### src/rtl/dlist_parse.sv
module dlist_parse #(
  parameter int FIELD_BYTES = 256,
  parameter int HDR_BYTES   = 6,
  parameter int MAX_RECS    = 50,
  localparam int PW = $clog2(FIELD_BYTES + 3),
  localparam int CW = $clog2(MAX_RECS + 1)
) (
  input  logic          clk,
  input  logic          rst_n,
  input  logic          in_valid,
  input  logic [7:0]    in_byte,
  input  logic          in_last,
  output logic [7:0]    hdr_month,
  output logic [7:0]    hdr_day,
  output logic [7:0]    hdr_year,
  output logic [7:0]    hdr_head,
  output logic          rec_valid,
  output logic [15:0]   rec_cyl,
  output logic [15:0]   rec_offset,
  output logic [7:0]    rec_len,
  output logic [CW-1:0] rec_count,
  output logic          list_end,
  output logic          overflow,
  output logic          done,
  output logic          crc_error
);
  localparam logic [PW-1:0] HDR_P = PW'(HDR_BYTES);
  localparam logic [PW-1:0] END_P = PW'(FIELD_BYTES);
  localparam logic [CW-1:0] CAP   = CW'(MAX_RECS);

  function automatic logic [15:0] crc_step(input logic [15:0] c, input logic [7:0] d);
    logic [15:0] r;
    r = c;
    for (int i = 7; i >= 0; i--)
      r = (r[15] ^ d[i]) ? ({r[14:0], 1'b0} ^ 16'h1021) : {r[14:0], 1'b0};
    return r;
  endfunction

  logic [PW-1:0] pos;
  logic [2:0]    slot;
  logic [31:0]   acc;
  logic [15:0]   crc;

  wire [15:0] crc_nx   = crc_step(crc, in_byte);
  wire        in_recs  = (pos >= HDR_P) && (pos < END_P);
  wire        take     = in_valid && in_recs && !list_end;
  wire        rec_done = take && (slot == 3'd4);
  wire        term     = (acc == 32'hFFFF_FFFF) && (in_byte == 8'hFF);

  always_ff @(posedge clk) begin
    if (!rst_n) begin
      pos <= '0; slot <= '0; acc <= '0; crc <= 16'hFFFF;
      hdr_month <= '0; hdr_day <= '0; hdr_year <= '0; hdr_head <= '0;
      rec_valid <= 1'b0; rec_cyl <= '0; rec_offset <= '0; rec_len <= '0;
      rec_count <= '0; list_end <= 1'b0; overflow <= 1'b0;
      done <= 1'b0; crc_error <= 1'b0;
    end else begin
      rec_valid <= 1'b0;
      if (in_valid) begin
        if (done) begin
          done <= 1'b0; crc_error <= 1'b0; list_end <= 1'b0;
          overflow <= 1'b0; rec_count <= '0;
        end
        case (pos)
          PW'(0): hdr_month <= in_byte;
          PW'(1): hdr_day   <= in_byte;
          PW'(2): hdr_year  <= in_byte;
          PW'(3): hdr_head  <= in_byte;
          default: ;
        endcase
        if (take) begin
          slot <= rec_done ? 3'd0 : slot + 3'd1;
          acc  <= {acc[23:0], in_byte};
        end
        if (rec_done) begin
          if (term) list_end <= 1'b1;
          else if (rec_count < CAP) begin
            rec_valid  <= 1'b1;
            rec_cyl    <= acc[31:16];
            rec_offset <= acc[15:0];
            rec_len    <= in_byte;
            rec_count  <= rec_count + 1'b1;
          end else overflow <= 1'b1;
        end
        if (in_last) begin
          done      <= 1'b1;
          crc_error <= (crc_nx != 16'h0000);
          pos       <= '0;
          slot      <= '0;
          crc       <= 16'hFFFF;
        end else begin
          pos <= (pos == '1) ? pos : pos + 1'b1;
          crc <= crc_nx;
        end
      end
    end
  end

  p_strobe_single_r3: assert property (@(posedge clk) disable iff (!rst_n)
    rec_valid |=> !rec_valid);
  p_quiet_after_end_r4: assert property (@(posedge clk) disable iff (!rst_n)
    (list_end && $past(list_end)) |-> !rec_valid);
  p_count_cap_r6: assert property (@(posedge clk) disable iff (!rst_n)
    rec_count <= CAP);
  p_overflow_at_cap_r6: assert property (@(posedge clk) disable iff (!rst_n)
    overflow |-> (rec_count == CAP));
  p_done_from_last_r7: assert property (@(posedge clk) disable iff (!rst_n)
    $rose(done) |-> $past(in_valid && in_last));
  p_crc_with_done_r7: assert property (@(posedge clk) disable iff (!rst_n)
    crc_error |-> done);
  p_stall_hold_r8: assert property (@(posedge clk) disable iff (!rst_n)
    !$past(in_valid) |-> ($stable(rec_count) && !rec_valid && $stable(hdr_month)));
endmodule

### config.mk
export PLATFORM = sky130hd
export DESIGN_NAME = dlist_parse
export DESIGN_NICKNAME = d
export VERILOG_FILES = /design/src/rtl/dlist_parse.sv
export SDC_FILE = /design/constraint.sdc
export NUM_CORES = 1
export LEC_CHECK = 0
export BUFFER_PORTS_ARGS = -buffer_cell sky130_fd_sc_hd__buf_2
export CORE_MARGIN = 2
export CORE_UTILIZATION = 30
export CTS_BUF_LIST = sky130_fd_sc_hd__clkbuf_4
export CTS_CLUSTER_SIZE = 16
export DETAILED_ROUTE_END_ITERATION = 7
export GPL_ROUTABILITY_DRIVEN = 0
export SETUP_SLACK_MARGIN = 0.1
export SLEW_MARGIN = 30
export SYNTH_ARGS = -nofsm -noshare
export SYNTH_HDL_FRONTEND = slang
export SYNTH_SLANG_ARGS = --single-unit
export TNS_END_PERCENT = 50
### constraint.sdc
create_clock -name clk -period 3.2 [get_ports clk]
set_input_delay 0.32 -clock clk [delete_from_list [all_inputs] [get_ports clk]]
set_output_delay 0.32 -clock clk [all_outputs]
set_load 0.005 [all_outputs]
==> impl_metrics.json, run 1 <==
{
  "run_status": "finished clean",
  "syn_inst": 746,
  "synth.avg_cell_area_um2": 8.46,
  "nFillCells": 2235,
  "maximum_number_of_pins_on_one_net_before_global_route_repair": 72,
  "comb_power_share_pct": 10.7,
  "layout-area-overhead-vs-synth_pct": 16.0,
  "critical_path_endpoint_category": "flop",
  "worstRegToRegCells": 8,
  "dr.first_iter.drc_count": 430,
  "worstSkewPairLatency_ns": 0.56,
  "grt_usage_pct": 15.3,
  "via_count_of_the_first_global_routing_pass": 5083,
  "die_outline_area_um2": 22200,
  "postCtsSetupRepairBufs": 0,
  "synthDominantCellAreaShare_pct": 45.4,
  "total_routed_wirelength_um": 16600,
  "gr-total-overflow": 0,
  "p_int_mw": 2.61,
  "wl_met2_um": 7950,
  "maximum_achievable_frequency_mhz": 387,
  "p_sw_share_pct": 25.9,
  "critPathBufInv": 0,
  "routed_via_density": 4.84,
  "grt_setup_unrepaired": "false",
  "timing.slew.headroom_pct": 42.2,
  "kind_of_critical_path": "reg2reg",
  "die_y_um": 149,
  "synth_edf_count": 0,
  "critical_path_depth": 8,
  "grt_antenna_before_repair": 1,
  "timing.final.setup_violations": 0,
  "timing.reg2reg.setup_slack_ns": 0.62,
  "fp.coreArea_um2": 20800,
  "report.final.hold_viol_count": 0,
  "static-leakage-power_nw": 2.73,
  "finalMaxSlewViolations": 0,
  "drive_above_1_share_pct": 18.0,
  "critPathLaunchType": "flop",
  "worstPathArrival_ns": 3.08,
  "total_via_count_in_the_routed_design": 5322,
  "post_synth_most_frequent_cells": "143 x sky130_fd_sc_hd__dfxtp_1, 141 x sky130_fd_sc_hd__nand2_1, 83 x sky130_fd_sc_hd__nand3_1, 56 x sky130_fd_sc_hd__a21boi_0, 54 x sky130_fd_sc_hd__clkbuf_1",
  "synth_top_area_cell": "sky130_fd_sc_hd__dfxtp_1",
  "clockBufferDepth": 2,
  "m1WireLength_um": 7700,
  "timing.critical_path.cells": "ha_1 > and2_1 > and4_1 > ha_1 > nor2b_1 > or3b_2 > a21oi_1 > o21a_1",
  "min_from": "in_byte[6]",
  "drc": 0,
  "crit_slowest_cell": "sky130_fd_sc_hd__or3b_2",
  "crit_path_max_incr_delay_ns": 0.47,
  "p_switching_mw": 0.914,
  "worst_hold_path.num_cells": 3,
  "worst_r2r_startpoint": "pos[0]",
  "finalPower_mw": 3.53,
  "ys_seq_elements": 143,
  "async_reset_ff_share_pct": 0,
  "timing.critical_path.fanout_max": 12,
  "remaining_antenna_violation_count_after_routing": 0,
  "cts.sinks": 143,
  "finClkSkew_ns": 0.0176,
  "ctsResizeCount": 0,
  "synth_area_um2": 6310,
  "most_used_cell_cp": "sky130_fd_sc_hd__ha_1",
  "synth_seq_area_share_pct": 45.4,
  "routed_wire_length_per_instance_um": 15.1,
  "fin_worst_hold_slack_ns": 0.117,
  "cts_tree": "built",
  "htreeDepth": 4,
  "max_slew.worst_pin.slew_ns": 0.860,
  "ys.flop_type": "sky130_fd_sc_hd__dfxtp_1",
  "drt_pre_antenna_iters": 5,
  "share_of_the_cycle_needed_by_the_critical_path_after_routing_pct": 80.8,
  "boundaryPins": 95,
  "timing.hold.worst.class": "in2reg",
  "cp.required_ns": 3.70,
  "cap_violations": 0,
  "post-synth-top-count-cell": "sky130_fd_sc_hd__dfxtp_1",
  "worstHoldEndpoint": "hdr_year[6]",
  "hpwl_um": 11300,
  "worstReg2RegEnd": "pos[5]",
  "floorplan.initialDensity_pct": 30.3,
  "power.sequential.fraction_pct": 52.7,
  "yosys_warnings": 0,
  "setup_ws_ns": 0.615,
  "power.share.clock_pct": 36.6,
  "clk_pin_slew_worst_paths_ns": 0.13,
  "critical_path.top_delay_family": "simple AND/OR/NAND/NOR gates",
  "postLayoutCellArea_um2": 7320,
  "timing.final.crit_period_ns": 2.58,
  "route.met3.wl_um": 854,
  "cts-hold-fix-buffers": 0,
  "grt_first_pass_wirelength_um": 27100,
  "die_x_um": 149,
  "syn_nets": 766,
  "port_buffers": 94,
  "synth_cell_type_count": 53,
  "num-nets-final": 829,
  "rows": 53,
  "tritoncts.num_buffers": 17,
  "irDropWorstVdd_mv": 0.229,
  "place_area_um2": 7000,
  "synthTopCellsByArea": "sky130_fd_sc_hd__dfxtp_1 45%, sky130_fd_sc_hd__nand2_1 8.4%, sky130_fd_sc_hd__a21boi_0 6.7%",
  "route.top_layer_used": "met4",
  "final_setup_tns_ns": 0,
  "power_density_nw_per_um2": 482,
  "dp_slack_ns": 0.670,
  "root_driver": "sky130_fd_sc_hd__clkbuf_4"
}
[cells in the final DEF, fill, tap and decap left out, types with 4 or more instances in the layout]
cell type	netlist	final
sky130_fd_sc_hd__and2_1	5	5
sky130_fd_sc_hd__nand2b_1	5	5
sky130_fd_sc_hd__o21ai_0	50	50
sky130_fd_sc_hd__nand3_1	83	82
sky130_fd_sc_hd__buf_4	1	13
sky130_fd_sc_hd__and3_1	4	4
sky130_fd_sc_hd__nand4_1	13	13
sky130_fd_sc_hd__nor3b_1	5	5
sky130_fd_sc_hd__nand2_1	141	141
sky130_fd_sc_hd__a21boi_1	49	49
sky130_fd_sc_hd__xor2_1	8	8
sky130_fd_sc_hd__a21oi_1	9	9
sky130_fd_sc_hd__nor3_1	5	5
sky130_fd_sc_hd__clkinv_2	0	5
sky130_fd_sc_hd__a21boi_0	56	56
sky130_fd_sc_hd__mux2i_1	10	10
sky130_fd_sc_hd__clkbuf_4	0	19
sky130_fd_sc_hd__buf_2	5	94
sky130_fd_sc_hd__ha_1	8	8
sky130_fd_sc_hd__nor2_1	11	11
sky130_fd_sc_hd__nor2b_1	8	8
sky130_fd_sc_hd__xnor2_1	21	21
sky130_fd_sc_hd__dfxtp_1	143	143
sky130_fd_sc_hd__inv_1	6	6
sky130_fd_sc_hd__bufinv_16	0	4
[worst max path at each step]
stage	end	slack, ns	startpoint
final	pos[5]	0.62	pos[0]
after global routing	pos[5]	0.47	pos[0]
after CTS	pos[5]	0.62	pos[0]
after detailed placement	rec_len[2]	0.67	in_byte[0]
after global placement	rec_len[5]	0.69	in_byte[0]
after floorplan	pos[5]	0.94	pos[3]
[layer usage]
metal,track usage (%),vias to the layer above
met2,24.5,95
met1,20.2,2497
li1,-,2717
met5,0,-
met4,4.71,0
met3,4.16,13
[final cells by class]
cell class,instances,area [um^2],share of cell area (%)
Sequential cell,143,2860,39.1
Tap cell,275,344,4.70
Clock buffer,19,143,1.95
Timing Repair Buffer,108,588,8.04
Multi-Input combinational cell,533,3180,43.5
Inverter,6,22.5,0.308
Clock inverter,13,169,2.31
Antenna cell,2,5.00,0.0684
[per-stage QoR]
stage	cells	utilization, %
2_1_floorplan	746	-
3_3_place_gp	1065	33.6
3_5_place_dp	1065	33.6
4_1_cts	1097	35.1
5_1_grt	1098	35.1
6_report	1099	35.1
[worst reg2reg max path, stage by stage, from the launching register on]
cell,delay (ns)
sky130_fd_sc_hd__dfxtp_1,0.40
sky130_fd_sc_hd__ha_1,0.37
sky130_fd_sc_hd__and2_1,0.23
sky130_fd_sc_hd__and4_1,0.21
sky130_fd_sc_hd__ha_1,0.23
sky130_fd_sc_hd__nor2b_1,0.33
sky130_fd_sc_hd__or3b_2,0.47
sky130_fd_sc_hd__a21oi_1,0.15
sky130_fd_sc_hd__o21a_1,0.14
[power by group through the flow]
stage	Combinational, mW	Sequential (mW)	Clock, mW
after floorplan	0.290	1.89	0
after global placement	0.373	1.90	0
after detailed placement	0.375	1.90	0
after CTS	0.378	1.86	1.32
after global routing	0.423	1.87	1.40
final	0.377	1.86	1.29
[sequential cells by signal, indices dropped and copies added (netlist names), 3 cells and up]
register and cells:
pos 9, rec_offset 16, rec_cyl 16, acc 32, rec_len 8, slot 3, hdr_day 8, crc 16
rec_count 6, hdr_month 8, hdr_head 8, hdr_year 8
[logic make-up after synthesis]
kind of cell    count (synthesis)  synth area share (%)
flops                         143                  45.4
buf+inv                        70                  4.32
simple gates                  294                  22.2
mux                            10                  1.59
xor+xnor                       29                  4.03
fa+ha+maj                       8                  1.59
compound gates                192                  20.9
Note: power is estimated with default switching activity, not from simulation.
==> run 2, diff against run 1 <==
--- a/config.mk
+++ b/config.mk
@@ -5,6 +5,7 @@
 export SDC_FILE = /design/constraint.sdc
 export NUM_CORES = 1
 export LEC_CHECK = 0
+export ABC_AREA = 1
 export BUFFER_PORTS_ARGS = -buffer_cell sky130_fd_sc_hd__buf_2
 export CORE_MARGIN = 2
 export CORE_UTILIZATION = 30
==> constraint.sdc (replaced) <==
create_clock -name clk -period 2.59 [get_ports clk]
set_input_delay 0.259 -clock clk [delete_from_list [all_inputs] [get_ports clk]]
set_output_delay 0.259 -clock clk [all_outputs]
set_load 0.005 [all_outputs]
==> impl_metrics.json, run 2 <==
{
  "timing.slew.headroom_pct": 41.7,
  "grt_antenna_before_repair": 0,
  "maximum_achievable_frequency_mhz": 440,
  "static-leakage-power_nw": 2.99,
  "kind_of_critical_path": "reg2reg",
  "report.final.hold_viol_count": 0,
  "crit_path_max_incr_delay_ns": 0.45,
  "total_via_count_in_the_routed_design": 5083,
  "synth_area_um2": 5870,
  "routed_via_density": 4.57,
  "timing.hold.worst.class": "in2reg",
  "finalMaxSlewViolations": 0,
  "cap_violations": 0,
  "synthDominantCellAreaShare_pct": 48.8,
  "ys.flop_type": "sky130_fd_sc_hd__dfxtp_1",
  "worstSkewPairLatency_ns": 0.56,
  "dr.first_iter.drc_count": 291,
  "timing.critical_path.cells": "ha_1 > inv_1 > nor4_2 > nand2_1 > nor2_1 > ha_1 > nor2_1 > nor2_2 > inv_1 > and3_1 > nor3_1",
  "timing.critical_path.fanout_max": 7,
  "layout.cells.most_common": "sky130_fd_sc_hd__dfxtp_1",
  "port_buffers": 94,
  "syn_inst": 749,
  "tritoncts.num_buffers": 17,
  "max_slew.worst_pin.slew_ns": 0.875,
  "boundaryPins": 95,
  "critPathBufInv": 2,
  "timing.final.setup_violations": 0,
  "synth.avg_cell_area_um2": 7.84,
  "critical_path.top_delay_family": "simple AND/OR/NAND/NOR gates",
  "fp.coreArea_um2": 19300,
  "drc": 0,
  "rows": 51,
  "largest-register": "acc",
  "root_driver": "sky130_fd_sc_hd__clkbuf_4",
  "grt_setup_unrepaired": "false",
  "clockBufferDepth": 2,
  "place_area_um2": 6560,
  "layout-area-overhead-vs-synth_pct": 16.5,
  "grt_usage_pct": 14.8,
  "cts_tree": "built",
  "cp.required_ns": 3.08,
  "maximum_number_of_pins_on_one_net_before_global_route_repair": 104,
  "hpwl_um": 10700,
  "comb_power_share_pct": 9.0,
  "power_density_nw_per_um2": 588,
  "floorplan.initialDensity_pct": 30.4,
  "ys_seq_elements": 143,
  "p_int_mw": 2.95,
  "postLayoutCellArea_um2": 6840,
  "routed_wire_length_per_instance_um": 13.5,
  "p_sw_share_pct": 26.7,
  "gr-total-overflow": 0,
  "share_of_the_cycle_needed_by_the_critical_path_after_routing_pct": 87.8,
  "cts-hold-fix-buffers": 0,
  "remaining_antenna_violation_count_after_routing": 0,
  "final_setup_tns_ns": 0,
  "htreeDepth": 4,
  "timing.final.crit_period_ns": 2.27,
  "post-synth-top-count-cell": "sky130_fd_sc_hd__dfxtp_1",
  "async_reset_ff_share_pct": 0,
  "p_switching_mw": 1.07,
  "yosys_warnings": 0,
  "run_status": "finished clean",
  "power.sequential.fraction_pct": 56.9,
  "irDropWorstVdd_mv": 0.231,
  "power.share.clock_pct": 34.1,
  "critical_path_depth": 11,
  "drt_pre_antenna_iters": 5,
  "clk_pin_slew_worst_paths_ns": 0.12,
  "crit_slowest_cell": "sky130_fd_sc_hd__dfxtp_1",
  "total_routed_wirelength_um": 15100,
  "die_x_um": 144,
  "die_y_um": 144,
  "synthTopCellsByArea": "sky130_fd_sc_hd__dfxtp_1 49%, sky130_fd_sc_hd__a21oi_1 11%, sky130_fd_sc_hd__o21ai_0 7.2%",
  "synth_cell_type_count": 39,
  "utilization_pct": 35.4,
  "worstRegToRegCells": 11,
  "via_count_of_the_first_global_routing_pass": 4555,
  "flip_flop_count_of_the_largest_register_after_layout": 32,
  "die_outline_area_um2": 20700,
  "grt_first_pass_wirelength_um": 23600,
  "worstPathArrival_ns": 2.77,
  "cts.sinks": 143,
  "antenna-diode-count": 0,
  "post_synth_most_frequent_cells": "143 x sky130_fd_sc_hd__dfxtp_1, 125 x sky130_fd_sc_hd__a21oi_1, 111 x sky130_fd_sc_hd__nand2_1, 85 x sky130_fd_sc_hd__o21ai_0, 78 x sky130_fd_sc_hd__inv_1",
  "synth_top_area_cell": "sky130_fd_sc_hd__dfxtp_1",
  "critical_path_endpoint_category": "flop",
  "finalPower_mw": 4.02,
  "synth_seq_area_share_pct": 48.8,
  "synth_edf_count": 0,
  "worst_hold_path.num_cells": 4,
  "critPathLaunchType": "flop",
  "num-nets-final": 856,
  "syn_nets": 769,
  "most-common-layout-cells": "143 x sky130_fd_sc_hd__dfxtp_1, 125 x sky130_fd_sc_hd__a21oi_1, 111 x sky130_fd_sc_hd__nand2_1",
  "finClkSkew_ns": 0.0160,
  "drive_above_1_share_pct": 17.5
}
run 2: cell type report:
cell class | count | area, um^2
Fill cell | 2085 | 12500
Sequential cell | 143 | 2860
Multi-Input combinational cell | 486 | 2490
Timing Repair Buffer | 105 | 578
Tap cell | 265 | 332
Inverter | 83 | 312
Clock buffer | 19 | 143
Clock inverter | 12 | 121
run 2: power by group through the flow:
stage / Clock [mW] / Combinational, mW / Sequential [mW]
after detailed placement: 0 / 0.363 / 2.34
final: 1.37 / 0.364 / 2.29
after floorplan: 0 / 0.241 / 2.33
after global routing: 1.50 / 0.414 / 2.29
after CTS: 1.41 / 0.364 / 2.29
after global placement: 0 / 0.362 / 2.34
run 2: path summary, 6_finish.rpt:
path | startpoint | end | slack [ns]
worst max-delay path | pos[0] | pos[6] | 0.32
worst min-delay path | in_last | slot[2] | 0.07
worst max register to register | pos[0] | pos[6] | 0.32
worst min register to register | acc[30] | acc[30] | 0.48
run 2: kinds of logic after synthesis:
family / synth area share, %
buffers and inverters: 8.97
xor gates and xnor gates: 2.69
AOI/OAI and AO/OA: 23.3
adders and majority gates: 1.71
DFF: 48.8
and+or+nand+nor: 14.6
run 2: through the flow:
| stage | hold slack [ns] | worst slack, ns | std cells |
|---|---|---|---|
| after floorplan | 0.444 | 0.545 | 749 |
| after global placement | 0.464 | 0.218 | 1081 |
| after detailed placement | 0.470 | 0.141 | 1081 |
| after CTS | 0.0446 | 0.127 | 1112 |
| after global routing | 0.0673 | 0.0625 | 1113 |
| final | 0.0747 | 0.315 | 1113 |
run 2: what timing repair did:
| item | in CTS | in global routing |
|---|---|---|
| setup buffers | 0 | 1 |
| gates resized for setup | 0 | 2 |
| endpoints found under the setup margin | 0 | 6 |
run 2: tightest hold or removal path, stage by stage:
cell	delay, ns
sky130_fd_sc_hd__buf_2	0.10
sky130_fd_sc_hd__inv_1	0.09
sky130_fd_sc_hd__nand3_1	0.09
sky130_fd_sc_hd__a21oi_1	0.05
run 2: metal layers:
metal / vias up / global-route usage (%) / share of wire (%)
li1: 2672 / - / -
met1: 2294 / 19.0 / 46
met2: 96 / 23.8 / 47
met3: 21 / 4.63 / 5.5
met4: 0 / 4.59 / 1.6
met5: - / 0 / 0
